### src/rtl/polmask_pkg.sv
package polmask_pkg;

    typedef enum logic [1:0] {
        PM_IDLE    = 2'd0,
        PM_GATHER  = 2'd1,
        PM_DISCARD = 2'd2
    } pm_state_e;

    // Opening byte: bits 7..3 must match this pattern
    localparam logic [4:0] PM_HDR = 5'b10010;
    // Reversal bits in the opening byte and in each later byte
    localparam int PM_HEAD_BITS = 3;
    localparam int PM_BODY_BITS = 7;

endpackage

### src/rtl/polmask_ctrl.sv
module polmask_ctrl
    import polmask_pkg::*;
#(
    parameter int NSEG = 14,
    parameter int PW   = 5
) (
    input  logic          clk,
    input  logic          rst_n,
    input  logic          clr,
    input  logic          in_valid,
    input  logic          in_last,
    input  logic [4:0]    hdr_bits,
    output logic          load_head,
    output logic          load_body,
    output logic          commit,
    output logic [PW-1:0] pos
);

    pm_state_e state_q, state_nx;
    logic      hdr_ok;

    assign hdr_ok = (hdr_bits == PM_HDR);

    // state register
    always_ff @(posedge clk) begin
        if (!rst_n) state_q <= PM_IDLE;
        else        state_q <= state_nx;
    end

    // next state
    always_comb begin
        state_nx = state_q;
        unique case (state_q)
            PM_IDLE: begin
                if (in_valid && !in_last)
                    state_nx = hdr_ok ? PM_GATHER : PM_DISCARD;
            end
            PM_GATHER: begin
                if (in_valid && in_last) state_nx = PM_IDLE;
            end
            PM_DISCARD: begin
                if (in_valid && in_last) state_nx = PM_IDLE;
            end
            default: state_nx = PM_IDLE;
        endcase
        if (clr) state_nx = PM_IDLE;
    end

    // outputs
    always_comb begin
        load_head = 1'b0;
        load_body = 1'b0;
        unique case (state_q)
            PM_IDLE:    load_head = in_valid && !in_last && hdr_ok && !clr;
            PM_GATHER:  load_body = in_valid && !clr;
            PM_DISCARD: ;
            default:    ;
        endcase
        commit = load_body && in_last;
    end

    // stream index of the most significant reversal bit in the next byte
    always_ff @(posedge clk) begin
        if (!rst_n || clr)
            pos <= '0;
        else if (load_head)
            pos <= PW'(PM_HEAD_BITS);
        else if (load_body && (pos < PW'(NSEG)))
            pos <= pos + PW'(PM_BODY_BITS);
    end

endmodule

### src/rtl/polmask_slot.sv
module polmask_slot
    import polmask_pkg::*;
#(
    parameter int SEG_IDX = 0,
    parameter int PW      = 5
) (
    input  logic          clk,
    input  logic          rst_n,
    input  logic          clr,
    input  logic          load_head,
    input  logic          load_body,
    input  logic [PW-1:0] pos,
    input  logic          head_val,
    input  logic [6:0]    body_bits,
    output logic          bit_nx
);

    localparam logic [PW:0] SEG_W = (PW+1)'(SEG_IDX);

    logic        stage_q;
    logic [PW:0] diff;
    logic [2:0]  off;
    logic        hit;

    always_comb begin
        diff   = SEG_W - {1'b0, pos};
        off    = diff[2:0];
        hit    = load_body && ({1'b0, pos} <= SEG_W)
                 && (diff < (PW+1)'(PM_BODY_BITS));
        bit_nx = stage_q;
        if (load_head)
            bit_nx = head_val;
        else if (hit)
            bit_nx = body_bits[3'd6 - off];
    end

    always_ff @(posedge clk) begin
        if (!rst_n || clr) stage_q <= 1'b0;
        else               stage_q <= bit_nx;
    end

endmodule

### src/rtl/polmask_unpacker.sv
module polmask_unpacker
    import polmask_pkg::*;
#(
    parameter int NSEG = 14
) (
    input  logic            clk,
    input  logic            rst_n,
    input  logic            pwr_clr,
    input  logic            in_valid,
    input  logic [7:0]      in_byte,
    input  logic            in_last,
    output logic [NSEG-1:0] seg_mask,
    output logic            upd_done
);

    localparam int PW = $clog2(NSEG + PM_BODY_BITS + 1);

    logic            load_head, load_body, commit;
    logic [PW-1:0]   pos;
    logic [NSEG-1:0] head_val;
    logic [NSEG-1:0] stage_nx;

    polmask_ctrl #(.NSEG(NSEG), .PW(PW)) u_ctrl (
        .clk       (clk),
        .rst_n     (rst_n),
        .clr       (pwr_clr),
        .in_valid  (in_valid),
        .in_last   (in_last),
        .hdr_bits  (in_byte[7:3]),
        .load_head (load_head),
        .load_body (load_body),
        .commit    (commit),
        .pos       (pos)
    );

    for (genvar j = 0; j < NSEG; j++) begin : g_seg
        if (j < PM_HEAD_BITS) begin : g_head
            assign head_val[j] = in_byte[PM_HEAD_BITS-1-j];
        end else begin : g_keep
            assign head_val[j] = seg_mask[j];
        end

        polmask_slot #(.SEG_IDX(j), .PW(PW)) u_slot (
            .clk       (clk),
            .rst_n     (rst_n),
            .clr       (pwr_clr),
            .load_head (load_head),
            .load_body (load_body),
            .pos       (pos),
            .head_val  (head_val[j]),
            .body_bits (in_byte[6:0]),
            .bit_nx    (stage_nx[j])
        );
    end

    always_ff @(posedge clk) begin
        if (!rst_n || pwr_clr) seg_mask <= '0;
        else if (commit)       seg_mask <= stage_nx;
    end

    always_ff @(posedge clk) begin
        if (!rst_n) upd_done <= 1'b0;
        else        upd_done <= commit;
    end

endmodule

### config.mk
export PLATFORM = sky130hd
export DESIGN_NAME = polmask_unpacker
export DESIGN_NICKNAME = d
export VERILOG_FILES = /design/src/rtl/polmask_pkg.sv /design/src/rtl/polmask_ctrl.sv /design/src/rtl/polmask_slot.sv /design/src/rtl/polmask_unpacker.sv
export SDC_FILE = /design/constraint.sdc
export NUM_CORES = 1
export LEC_CHECK = 0
export ABC_AREA = 1
export BUFFER_PORTS_ARGS = -buffer_cell sky130_fd_sc_hd__buf_2
export CAP_MARGIN = 20
export CORE_ASPECT_RATIO = 0.6
export CORE_MARGIN = 1.5
export CORE_UTILIZATION = 46
export CTS_CLUSTER_DIAMETER = 40
export DETAILED_ROUTE_END_ITERATION = 10
export PLACE_DENSITY_LB_ADDON = 0.08
export SLEW_MARGIN = 25
export SYNTH_ARGS = -nofsm -noshare
export SYNTH_HDL_FRONTEND = slang
export SYNTH_SLANG_ARGS = --single-unit
### constraint.sdc
create_clock -name clk -period 2.96 [get_ports clk]
set_input_delay 0.296 -clock clk [delete_from_list [all_inputs] [get_ports clk]]
set_output_delay 0.296 -clock clk [all_outputs]
set_load 0.03 [all_outputs]
==> flow_summary.toml, run 1 <==
[timing]
fmax_mhz = 400
finalHoldViolCount = 0
setup_viol = 0
worst_pin_slew_ns = 0.637
rsz0062_at_grt = "false"
slew_violations = 0
final.min_clock_period_ns = 2.50
final.setup.worst_slack_ns = 0.463
finClkSkew_ns = 0.0176
slew_headroom = 0.574
tns_ns = 0
finalCritPeriodShare = 0.844

[drt]
ant_nets = 0
drtPass1Iterations = 5
vias_per_cell = 5.15
drt_iter0_drc = 252
vias = 3112
drc = 0
drt_wl_total_um = 8660
avgRoutedWirePerCell_um = 14.3

[power]
intPower_w = 0.000752
power.leakage_nw = 1.64
p_seq_frac = 0.481
swShare = 0.254
p_switching_w = 0.000256
comb_power_share = 0.059
irDropWorstVdd_mv = 0.162
power.density_mw_per_mm2 = 311
power_frac_clock = 0.459
power_w = 0.00101

[logic_synthesis]
synth_top_area_cell = "dfxtp_1"
yosysSeqAreaShare = 0.238
synth_area_leaders = "dfxtp_1, nand2_1, nand3_1"
ys.warnings.count = 0
avgSynthCellArea_um2 = 6.01
syn_nets = 540
synth.cell_area_mm2 = 0.00302
ys_ff_latch = 36
yosysUniqueCellTypes = 30
synth_cells = 503
synth.top_cell.area_share = 0.238

[cts]
worstSkewPairLatency_ns = 0.31
cts_setup_buffers = 0
cts.sinks = 36
htreeDepth = 2
cts_tree = "built"
cts_root_buf = "clkbuf_8"
hold_buffers = 0
max-clock-path-buffers = 2
clkSlewWorstSetupHoldPaths_ns = 0.09
ctsResizeCount = 0
numCtsBuffers = 5

[grt]
antenna_found_initial = 0
first_global_vias = 2686
overflow = 0
grt_max_degree = 29
gr-usage-all-layers = 0.261
grt_pass1_wl_um = 13700

[place]
pre_cts_ws_ns = 0.571
dp.cells = 596
io_buffers = 27
hpwl_um = 6780
gp_congestion = 0.958

[setup_path]
slowest_stage = "dfxtp_1"
crit_path_start_kind = "flop"
critical_path.max_stage_delay_ns = 0.53
worstSetupPathType = "reg2reg"
cp-end-kind = "flop"
reg2reg_slack_ns = 0.46
path_max_fanout = 10
cp_cell_sequence = "inv_1 -> ha_1 -> nand2_1 -> inv_1 -> ha_1 -> nor3_1 -> nand3_1 -> nor2_1 -> nand3_1 -> nand2_1 -> nand3_1 -> nand2_1 -> inv_1"
required_ns = 3.17
arrival_ns = 2.71

[final_layout]
final_core_util = 0.522
fillers = 669
diodes = 0
final_nets = 556
multi_input_area_mm2 = 0.00188
final_cells = 604
seqCellArea_um2 = 721
area_growth_pct = 7.37
drive_gt1_frac = 0.110

[floorplanning]
initial_core_util = 0.486
fp.dieH_um = 65.8
boundaryPins = 28
core_mm2 = 0.00622
die_width_um = 108
dieArea_mm2 = 0.00708
core.rowCount = 22

[run]
max_cap_viol_count = 0

[hold_path]
hold_class = "in2reg"

[status]
status = "finished clean"
## synth_stat cells, drive strengths merged
cell    count
nand2     156
nand3      69
nor2       69
inv        67
dfxtp      36
ha         24
a21oi      22
buf        21
o21ai      14
nor3        7
nand4       4
clkbuf      3
or2         3
o21bai      2
a211oi      1
a22o        1
a31oi       1
nand3b      1
xnor2       1
xor2        1
## power groups by stage
stage	clock, W	sequential (W)	combinational (W)
after detailed placement	0	0.000496	0.0000585
after global placement	0	0.000496	0.0000582
after CTS	0.000471	0.000485	0.0000587
after floorplan	0	0.000496	0.0000351
final	0.000463	0.000485	0.0000599
after global routing	0.000488	0.000485	0.0000663
## cells by family (layout without fill, tap and decap cells)
| family | after synthesis | in the layout | synth area share |
|---|---|---|---|
| flops | 36 | 36 | 0.238 |
| buf+inv | 91 | 108 | 0.141 |
| simple gates | 309 | 309 | 0.444 |
| fa+ha+maj | 24 | 24 | 0.0993 |
| compound gates | 41 | 41 | 0.0720 |
| xor+xnor | 2 | 2 | 0.00580 |
## final cells by class
class                      count  share of cell area
clock buffer                   5              0.0212
multi-input combinational    376               0.578
tap                           84              0.0324
timing repair buffer          33              0.0555
sequential                    36               0.222
clock inverter                 3              0.0131
inverter                      67              0.0775
## sequential cells by signal, summed over array words and instances (netlist names)
signal / cells
g_seg.u_slot.stage_q: 14
u_ctrl.pos: 5
u_ctrl.state_q: 2
upd_done: 1
seg_mask: 14
## routing by layer
| layer | vias up | GRT usage | wire [µm] |
|---|---|---|---|
| li1 | 1599 | - | - |
| met1 | 1372 | 0.396 | 4500 |
| met2 | 129 | 0.345 | 3170 |
| met3 | 12 | 0.0897 | 898 |
| met4 | 0 | 0.0592 | 94 |
| met5 | - | 0 | 0 |
## worst paths after layout
path / from / cells past startpoint / endpoint
max: u_ctrl.pos[1] / 13 / seg_mask[0]
min: rst_n / 3 / upd_done
max reg2reg: u_ctrl.pos[1] / 13 / seg_mask[0]
min reg2reg: seg_mask[9] / 2 / g_seg[9].u_slot.stage_q
## cells in the final DEF, fill, tap and decap left out, types with 2 or more instances in the layout
cell / instances
o21bai_1: 2
nand2_1: 155
nor2_1: 67
nor3_2: 2
nor2_4: 2
nand3_1: 69
a21oi_1: 22
nor3_1: 3
buf_4: 6
buf_2: 27
dfxtp_1: 36
nand4_1: 3
o21ai_0: 13
or2_2: 2
inv_1: 61
inv_2: 6
ha_1: 24
nor3_4: 2
clkbuf_8: 5
## worst max-delay path: cells and delay by family, from the launching register on
kind,cells,cell delay [ns]
DFF,1,0.53
and+or+nand+nor,8,0.95
adders and majority gates,2,0.59
buffers and inverters,3,0.32
## stage by stage
stage / hold slack (ns) / instance area, µm²
finish: 0.237 / 3250
global route: 0.249 / 3250
CTS: 0.237 / 3250
detailed placement: 0.498 / 3130
global placement: 0.487 / 3130
floorplan: 0.439 / 3020
(Power assumes the default switching activity.)
==> run 2: changes to the inputs <==
Clock period 2.96 ns to 2.55 ns, I/O delays scaled along.
==> flow_summary.toml, run 2 (synthesis results as in run 1) <==
[status]
status = "finished clean"

[setup_path]
slowest_stage = "ha_1"
worst_path_dominant_cell_family = "simple AND/OR/NAND/NOR gates"
cp_cell_sequence = "inv_1 -> ha_1 -> inv_1 -> nand2_1 -> nand2_1 -> nand2_1 -> nand2_1 -> nand2_1 -> nand2_1 -> nand2_1 -> nand3_1 -> nand3_1 -> nand2_1 -> inv_1"
required_ns = 2.76
worst-path-buf-inv = 3
crit_path_start_kind = "flop"
critical_path.max_stage_delay_ns = 0.39
path_max_fanout = 9
worstSetupPathType = "reg2reg"
cpMostUsedCell = "nand2_1"
arrival_ns = 2.35
cp-end-kind = "flop"

[timing]
worst_pin_slew_ns = 0.652
finalCritPeriodShare = 0.837
slew_headroom = 0.564
final.setup.worst_slack_ns = 0.415
final.min_clock_period_ns = 2.13
slew_violations = 0
rsz0062_at_grt = "false"
fmax_mhz = 468
finClkSkew_ns = 0.00640
finalHoldViolCount = 0
setup_viol = 0
tns_ns = 0

[cts]
clkSlewWorstSetupHoldPaths_ns = 0.08
cts_root_buf = "clkbuf_8"
cts_setup_buffers = 0
numCtsBuffers = 5
hold_buffers = 0
worstSkewPairLatency_ns = 0.30
ctsResizeCount = 0
htreeDepth = 2
cts_tree = "built"
cts.sinks = 36
max-clock-path-buffers = 2

[floorplanning]
core_mm2 = 0.00622
fp.dieH_um = 65.8
dieArea_mm2 = 0.00708
boundaryPins = 28
core.rowCount = 22
die_width_um = 108
initial_core_util = 0.486

[hold_path]
hold_class = "in2reg"

[grt]
antenna_found_initial = 0
first_global_vias = 2714
gr-usage-all-layers = 0.269
grt_pass1_wl_um = 14200
overflow = 0
grt_max_degree = 29

[final_layout]
fillers = 669
drive_gt1_frac = 0.115
final_nets = 559
final_area_mm2 = 0.00327
largestRegisters = "g_seg.u_slot.stage_q (14), seg_mask (14), u_ctrl.pos (5)"
final_cell_mix = "nand2_1, nand3_1, nor2_1"
final_core_util = 0.525
area_growth_pct = 8.11
diodes = 0
layout.cells.most_common = "nand2_1"

[place]
place_area_mm2 = 0.00316
gp_congestion = 0.970
io_buffers = 27
pre_cts_ws_ns = 0.444
hpwl_um = 6920

[drt]
drt_wl_total_um = 8830
vias_per_cell = 5.12
drc = 0
avgRoutedWirePerCell_um = 14.5
vias = 3107
drtPass1Iterations = 5
drt_iter0_drc = 252
ant_nets = 0

[power]
irDropWorstVdd_mv = 0.279
power.leakage_nw = 1.65
power.density_mw_per_mm2 = 357

[run]
max_cap_viol_count = 0
-- run 2: cell count changes in the layout (fill, tap and decap cells not counted) --
cell   delta
buf_4     +3
-- run 2: worst paths after layout --
check | start | to | slack [ns] | cells after the start
hold reg to reg | seg_mask[9] | g_seg[9].u_slot.stage_q | 0.51 | 2
setup reg to reg | u_ctrl.pos[1] | seg_mask[12] | 0.42 | 14
setup / recovery | u_ctrl.pos[1] | seg_mask[12] | 0.42 | 14
hold / removal | rst_n | upd_done | 0.20 | 3
-- run 2: tightest hold or removal path, stage by stage --
cell	delay, ns
buf_2	0.09
inv_1	0.06
nor3_1	0.05
-- run 2: final cells by class --
cell class,instances,area [µm²],share of cell area
Sequential cell,36,721,0.221
Tap cell,84,105,0.0322
Timing Repair Buffer,36,203,0.0620
Multi-Input combinational cell,376,1880,0.574
Inverter,67,251,0.0770
Clock buffer,5,68.8,0.0211
Clock inverter,3,42.5,0.0130
-- run 2: report_power, final --
| group | total [W] | switching (W) | internal [W] |
|---|---|---|---|
| clock network | 0.000532 | 0.000242 | 0.000290 |
| logic | 0.0000732 | 0.0000512 | 0.0000220 |
| registers | 0.000563 | 0.000000300 | 0.000563 |
-- run 2: per-layer routing --
layer	vias to the layer above	track usage	wire [µm]	part of all wire
met4	0	0.0592	49	0.0056
met5	-	0	0	0
met3	7	0.0818	860	0.097
met1	1381	0.408	4550	0.52
met2	111	0.365	3370	0.38
li1	1608	-	-	-
-- run 2: metrics by stage --
stage	power [W]	instances	hold WS [ns]
after CTS	0.00117	607	0.191
after global routing	0.00121	607	0.214
after global placement	0.000647	599	0.487
after detailed placement	0.000648	599	0.495
after floorplan	0.000617	503	0.398
final	0.00117	607	0.197
